<file path="src/rtl/trap_save_pkg.sv">
package trap_save_pkg;
    localparam int PS_W  = 13;
    localparam int HPS_W = 11;
    localparam int TT_W  = 9;
    localparam int TSW_W = 64;

    // processor-state bit positions
    localparam int PS_IE   = 1;
    localparam int PS_PRIV = 2;
    localparam int PS_AM   = 3;
    localparam int PS_PEF  = 4;
    localparam int PS_TLE  = 8;
    localparam int PS_CLE  = 9;

    // hypervisor-state bit positions
    localparam int HP_TLZ  = 0;
    localparam int HP_PRIV = 2;
    localparam int HP_RED  = 5;
    localparam int HP_IBE  = 10;

    typedef enum logic [1:0] {
        ENTRY_PRIV = 2'd0,
        ENTRY_HYP  = 2'd1,
        ENTRY_RED  = 2'd2
    } entry_kind_e;
endpackage

</file>
<file path="src/rtl/tse_tstate_pack.sv">
module tse_tstate_pack
    import trap_save_pkg::*;
#(
    parameter int GL_W  = 2,
    parameter int CWP_W = 3
) (
    input  logic [GL_W-1:0]  gl,
    input  logic [7:0]       ccr,
    input  logic [7:0]       asi,
    input  logic [PS_W-1:0]  pstate,
    input  logic [CWP_W-1:0] cwp,
    output logic [TSW_W-1:0] word
);
    always_comb begin
        word        = '0;
        word[42:40] = 3'(gl);
        word[39:32] = ccr;
        word[31:24] = asi;
        word[20:8]  = pstate;
        word[4:0]   = 5'(cwp);
    end
endmodule

</file>
<file path="src/rtl/tse_cwp_step.sv">
module tse_cwp_step
    import trap_save_pkg::*;
#(
    parameter int NWIN  = 8,
    parameter int CWP_W = 3
) (
    input  logic [TT_W-1:0]  tt,
    input  logic [CWP_W-1:0] cwp,
    input  logic [CWP_W-1:0] cansave,
    output logic [CWP_W-1:0] cwp_next
);
    localparam int SW = CWP_W + 3;

    logic [SW-1:0] sum;

    always_comb begin
        if (tt == TT_W'(9'h024))
            sum = SW'(cwp) + SW'(1);
        else if (tt >= TT_W'(9'h080) && tt <= TT_W'(9'h0BF))
            sum = SW'(cwp) + SW'(cansave) + SW'(2);
        else if (tt >= TT_W'(9'h0C0) && tt <= TT_W'(9'h0FF))
            sum = SW'(cwp) + SW'(NWIN - 1);
        else
            sum = SW'(cwp);
        cwp_next = CWP_W'(sum % SW'(NWIN));
    end
endmodule

</file>
<file path="src/rtl/tse_state_rewrite.sv">
module tse_state_rewrite
    import trap_save_pkg::*;
#(
    parameter int GL_W    = 2,
    parameter int MAX_GL  = 3,
    parameter int MAX_PGL = 2
) (
    input  entry_kind_e      kind,
    input  logic [GL_W-1:0]  gl,
    input  logic [PS_W-1:0]  pstate,
    input  logic [HPS_W-1:0] hpstate,
    output logic [GL_W-1:0]  gl_next,
    output logic [PS_W-1:0]  pstate_next,
    output logic [HPS_W-1:0] hpstate_next
);
    logic [GL_W:0] gl_inc;
    logic [GL_W:0] gl_lim;

    always_comb begin
        gl_inc = {1'b0, gl} + 1'b1;
        gl_lim = (kind == ENTRY_PRIV) ? (GL_W+1)'(MAX_PGL) : (GL_W+1)'(MAX_GL);
        gl_next = (gl_inc > gl_lim) ? GL_W'(gl_lim) : GL_W'(gl_inc);

        pstate_next  = pstate;
        hpstate_next = hpstate;
        case (kind)
            ENTRY_RED: begin
                pstate_next          = '0;
                pstate_next[PS_PRIV] = pstate[PS_PRIV];
                pstate_next[PS_PEF]  = 1'b1;
                hpstate_next[HP_RED]  = 1'b1;
                hpstate_next[HP_PRIV] = 1'b1;
                hpstate_next[HP_IBE]  = 1'b0;
                hpstate_next[HP_TLZ]  = 1'b0;
            end
            ENTRY_HYP: begin
                pstate_next[PS_PEF] = 1'b1;
                pstate_next[PS_AM]  = 1'b0;
                pstate_next[PS_IE]  = 1'b0;
                pstate_next[PS_CLE] = 1'b0;
                hpstate_next[HP_RED]  = 1'b0;
                hpstate_next[HP_PRIV] = 1'b1;
                hpstate_next[HP_IBE]  = 1'b0;
            end
            default: begin
                pstate_next[PS_PEF]  = 1'b1;
                pstate_next[PS_AM]   = 1'b0;
                pstate_next[PS_IE]   = 1'b0;
                pstate_next[PS_PRIV] = 1'b1;
                pstate_next[PS_CLE]  = pstate[PS_TLE];
            end
        endcase
    end
endmodule

</file>
<file path="src/rtl/trap_entry_save.sv">
module trap_entry_save
    import trap_save_pkg::*;
#(
    parameter int PC_W    = 64,
    parameter int TL_W    = 3,
    parameter int NWIN    = 8,
    parameter int MAX_GL  = 3,
    parameter int MAX_PGL = 2,
    localparam int CWP_W  = $clog2(NWIN),
    localparam int GL_W   = $clog2(MAX_GL + 1)
) (
    input  logic             clk,
    input  logic             rst_n,
    input  logic             req_i,
    input  logic             to_hyp_i,
    input  logic             red_i,
    input  logic [8:0]       tt_i,
    input  logic [TL_W-1:0]  tl_i,
    input  logic [GL_W-1:0]  gl_i,
    input  logic [7:0]       ccr_i,
    input  logic [7:0]       asi_i,
    input  logic [12:0]      pstate_i,
    input  logic [10:0]      hpstate_i,
    input  logic [CWP_W-1:0] cwp_i,
    input  logic [CWP_W-1:0] cansave_i,
    input  logic [PC_W-1:0]  pc_i,
    input  logic [PC_W-1:0]  npc_i,
    output logic             done_o,
    output logic [TL_W-1:0]  tl_o,
    output logic [8:0]       tt_o,
    output logic [63:0]      tstate_o,
    output logic [PC_W-1:0]  tpc_o,
    output logic [PC_W-1:0]  tnpc_o,
    output logic [10:0]      htstate_o,
    output logic [GL_W-1:0]  gl_o,
    output logic [12:0]      pstate_o,
    output logic [10:0]      hpstate_o,
    output logic [CWP_W-1:0] cwp_o
);
    typedef struct packed {
        logic              done;
        logic [TL_W-1:0]   tl;
        logic [TT_W-1:0]   tt;
        logic [TSW_W-1:0]  tstate;
        logic [PC_W-1:0]   tpc;
        logic [PC_W-1:0]   tnpc;
        logic [HPS_W-1:0]  htstate;
        logic [GL_W-1:0]   gl;
        logic [PS_W-1:0]   pstate;
        logic [HPS_W-1:0]  hpstate;
        logic [CWP_W-1:0]  cwp;
    } save_regs_t;

    save_regs_t  st_d, st_q;
    entry_kind_e kind;
    logic [TSW_W-1:0] packed_word;
    logic [CWP_W-1:0] cwp_step;
    logic [GL_W-1:0]  gl_new;
    logic [PS_W-1:0]  ps_new;
    logic [HPS_W-1:0] hps_new;
    logic [PC_W-1:0]  pc_keep, npc_keep;

    assign kind = red_i ? ENTRY_RED : (to_hyp_i ? ENTRY_HYP : ENTRY_PRIV);

    tse_tstate_pack #(.GL_W(GL_W), .CWP_W(CWP_W)) u_pack (
        .gl(gl_i), .ccr(ccr_i), .asi(asi_i), .pstate(pstate_i), .cwp(cwp_i),
        .word(packed_word)
    );

    tse_cwp_step #(.NWIN(NWIN), .CWP_W(CWP_W)) u_cwp (
        .tt(tt_i), .cwp(cwp_i), .cansave(cansave_i), .cwp_next(cwp_step)
    );

    tse_state_rewrite #(.GL_W(GL_W), .MAX_GL(MAX_GL), .MAX_PGL(MAX_PGL)) u_rew (
        .kind(kind), .gl(gl_i), .pstate(pstate_i), .hpstate(hpstate_i),
        .gl_next(gl_new), .pstate_next(ps_new), .hpstate_next(hps_new)
    );

    // address-mask truncation of the saved program counters (PC_W > 32)
    always_comb begin
        pc_keep  = pc_i;
        npc_keep = npc_i;
        if (pstate_i[PS_AM]) begin
            pc_keep  = PC_W'(pc_i[31:0]);
            npc_keep = PC_W'(npc_i[31:0]);
        end
    end

    always_comb begin
        st_d      = st_q;
        st_d.done = req_i;
        if (req_i) begin
            st_d.tl      = tl_i + 1'b1;
            st_d.tt      = tt_i;
            st_d.tstate  = packed_word;
            st_d.tpc     = pc_keep;
            st_d.tnpc    = npc_keep;
            st_d.htstate = hpstate_i;
            st_d.gl      = gl_new;
            st_d.pstate  = ps_new;
            st_d.hpstate = hps_new;
            st_d.cwp     = cwp_step;
        end
    end

    always_ff @(posedge clk or negedge rst_n) begin
        if (!rst_n) st_q <= '0;
        else        st_q <= st_d;
    end

    assign done_o    = st_q.done;
    assign tl_o      = st_q.tl;
    assign tt_o      = st_q.tt;
    assign tstate_o  = st_q.tstate;
    assign tpc_o     = st_q.tpc;
    assign tnpc_o    = st_q.tnpc;
    assign htstate_o = st_q.htstate;
    assign gl_o      = st_q.gl;
    assign pstate_o  = st_q.pstate;
    assign hpstate_o = st_q.hpstate;
    assign cwp_o     = st_q.cwp;
endmodule

</file>
<file path="config.mk">
export PLATFORM = sky130hd
export DESIGN_NAME = trap_entry_save
export DESIGN_NICKNAME = d
export VERILOG_FILES = /design/src/rtl/trap_save_pkg.sv /design/src/rtl/tse_tstate_pack.sv /design/src/rtl/tse_cwp_step.sv /design/src/rtl/tse_state_rewrite.sv /design/src/rtl/trap_entry_save.sv
export SDC_FILE = /design/constraint.sdc
export NUM_CORES = 1
export LEC_CHECK = 0
export BUFFER_PORTS_ARGS = -buffer_cell sky130_fd_sc_hd__buf_2
export CAP_MARGIN = 10
export CORE_UTILIZATION = 31
export CTS_CLUSTER_DIAMETER = 200
export CTS_CLUSTER_SIZE = 16
export DETAILED_ROUTE_END_ITERATION = 16
export GPL_ROUTABILITY_DRIVEN = 0
export GPL_TIMING_DRIVEN = 0
export PLACE_DENSITY = 0.6
export SYNTH_ARGS = -nofsm -noshare
export SYNTH_HDL_FRONTEND = slang
export SYNTH_SLANG_ARGS = --single-unit
</file>
<file path="constraint.sdc">
create_clock -name clk -period 0.8 [get_ports clk]
set_clock_uncertainty 0.05 [all_clocks]
set_input_delay 0.16 -clock clk [delete_from_list [all_inputs] [get_ports clk]]
set_output_delay 0.16 -clock clk [all_outputs]
set_load 0.05 [all_outputs]
</file>
==> metrics.txt <==
final setup fails 334; area share of fa/ha/maj cells after synthesis 0.008694; FFs w/ async S/R, synth 1.000; RR Startpoint tpc_o[12]; Skew-Pair Late Insertion Delay 490 ps; Max Cap Viol 0; placed cell area 12180 sq um; Setup crit end kind primary output; P per Cell Area 1893 nW/um^2; reg2reg setup slack -290 ps; slew of the pin with the lowest slew margin 558.1 ps; final core utilization 0.6066; Max VDD drop 1.539 mV; # diodes 0; Multi-input gate area 3186 sq um; Netlist cell types 31; Main synth FF type dfrtp_1; outcome finished, violations left; CTS Sinks 206; initial antenna violation count 0; Post-synth EDFFs 0; # fillers 1984; Crit Path Category reg2out; P_leak 0.007686 uW; detailed placement HPWL 19100 um; mux share of post-synthesis cell area 0.1574; Cell Chain, Critical Path buf_8 -> buf_6; Starting Density 0.3186; Post-Synthesis Cells 696; cells on worst reg2reg path 3; Rel. slew slack 0.6279; Ports 438; CTS max path bufs 3; Stages on worst setup path 2; Mapped Area 8635 sq um; die height 168.9 um; Worst Path Arrival 1210 ps; largest net degree at the start of global routing 90; Initial DRT Pass Iterations 4; CP max FO 3; Critical Path Source Type register; Seq/Total Area, Yosys 0.5970; Remaining DRCs 0; Row Count 60; layout cell share with drive strength beyond 1 0.6388; Critical Path RT 590 ps; clock period minus worst slack 1417 ps; main combinational cell family by area after synthesis multiplexers; GRT Total Usage 0.2124; Synth Area in Compound Gates 0.05825; clock root buffer clkbuf_16; vias per cell 4.417; Core Area 27100 sq um; Max Slew Vio Count 0; initial DRC count 276; first-pass GRT wire length 47120 um; last element of the critical path htstate_o[8]; CP max-delay cell dfrtp_2; fin crit share 1.772; Final WS setup -617.5 ps; CTS tree done; Worst Setup SP htstate_o[8]; synth top area cells dfrtp_1 (60%), mux2_1 (11%), nand3b_1 (6.1%); top post-synthesis cells by count dfrtp_1 (206), inv_1 (86), mux2_1 (84), o21ai_0 (79), nand3b_1 (70); Vias 7769; delay-heaviest family, CP flip-flops; Final Cell Area 16440 sq um; RR Endpoint tpc_o[12]; Synth Area per Inst 12.41 sq um; Die W 168.9 um; hold_ws -486.7 ps; most instantiated library cell after synthesis dfrtp_1; nets@finish 1576; share of Yosys cell area claimed by the top area cell type 0.5970; Fin. Hold Viols 150; Post-Synth XOR/XNOR Area 0.005072; total gr overflow 0; biggest area consumer among synthesized cells dfrtp_1; Bufs and invs on worst path 2; Sequential cell area 5410 sq um; die area 28530 sq um; CTS clk-pin slew, worst paths 80 ps; Routed WL 31630 um; # H-tree levels 1; Synth Area in Simple Gates 0.07897; Hold Path Class in2async; Yosys reg bits 206; P&R area growth vs syn 90.41%; vias in the first global route 8453; CTS buffer count 16; fmax 705.5 MHz; average wire per standard cell 17.98 um; Port Buf Inserts 405; YS warnings 0; RSZ-0062 raised after global routing yes; max incr delay on CP 450 ps; failing checks negative hold slack, negative setup slack; Routed Antenna Nets 0; Power Total 31130 uW
==> how the worst min path moves through the flow <==
stage,slack (ps),end,start
floorplan,-190,cwp_o[0],rst_n
global placement,280,done_o,req_i
detailed placement,150,tpc_o[30],rst_n
CTS,-370,tpc_o[30],rst_n
global route,-450,tt_o[8],rst_n
finish,-490,tt_o[8],rst_n
==> cells in the final DEF (no fill, tap or decap), types with 29 or more instances in the layout <==
master	count
buf_8	29
conb_1	32
dfrtp_2	204
buf_6	244
mux2_2	29
dlygate4sd3_1	183
buf_4	40
o21ai_1	74
buf_2	191
nand3b_1	70
inv_1	78
mux2_4	89
==> where the power goes <==
part / total, uW / internal (uW) / switching [uW]
Sequential: 12400 / 11500 / 812
Clock: 7850 / 4060 / 3800
Combinational: 10900 / 4770 / 6150
==> timing repair <==
| action | 4_1_cts | 5_1_grt |
|---|---|---|
| endpoints found under the setup margin | 393 | 363 |
| setup buffers | 21 | 28 |
| pin swaps | 5 | 1 |
| endpoints found under the hold margin | 287 | 91 |
| gates cloned | 1 | 0 |
| gates resized for setup | 459 | 50 |
| hold buffers | 183 | 1 |
==> final cells by class <==
cell class	instances	share of cell area
clock buffers	28	0.02900
well taps	372	0.02831
plain buffers	78	0.04680
inverters	86	0.02055
repair buffers	632	0.3525
multi-input cells	357	0.1938
flip-flops and latches	206	0.3291
==> cell families after synthesis <==
kind of cell	after synthesis
flops	206
other cells	1
fa+ha+maj	6
buf+inv	164
compound gates	96
simple gates	97
mux	121
xor+xnor	5
==> per-stage QoR <==
stage / setup TNS (ps) / worst slack, ps / std cells
4_1_cts: -113950 / -635.8 / 1738
3_5_place_dp: -154670 / -939.9 / 1505
2_1_floorplan: -28890 / -616.6 / 727
6_report: -110530 / -617.5 / 1759
3_3_place_gp: -1016860 / -4545 / 1504
5_1_grt: -120260 / -657.5 / 1759
==> per-layer routing <==
| metal | global-route usage | up-vias | part of all wire |
|---|---|---|---|
| li1 | - | 3599 | - |
| met1 | 0.2423 | 3790 | 0.38 |
| met2 | 0.3841 | 313 | 0.52 |
| met3 | 0.04723 | 67 | 0.061 |
| met4 | 0.08379 | 0 | 0.038 |
| met5 | 0 | - | 0 |
==> registers in the layout, summed over array words and instances (netlist names) <==
name and count:
tt_o 9, htstate_o 11, hpstate_o 4, tnpc_o 64
tl_o 3, cwp_o 3, pstate_o 11, tstate_o 34
tpc_o 64, gl_o 2, done_o 1
==> worst reg2reg max path: stages (launching register included) <==
cell	delay, ps
dfrtp_2	430
buf_6	120
buf_6	100
mux2_4	270
Note: power is estimated with default switching activity, not from simulation.
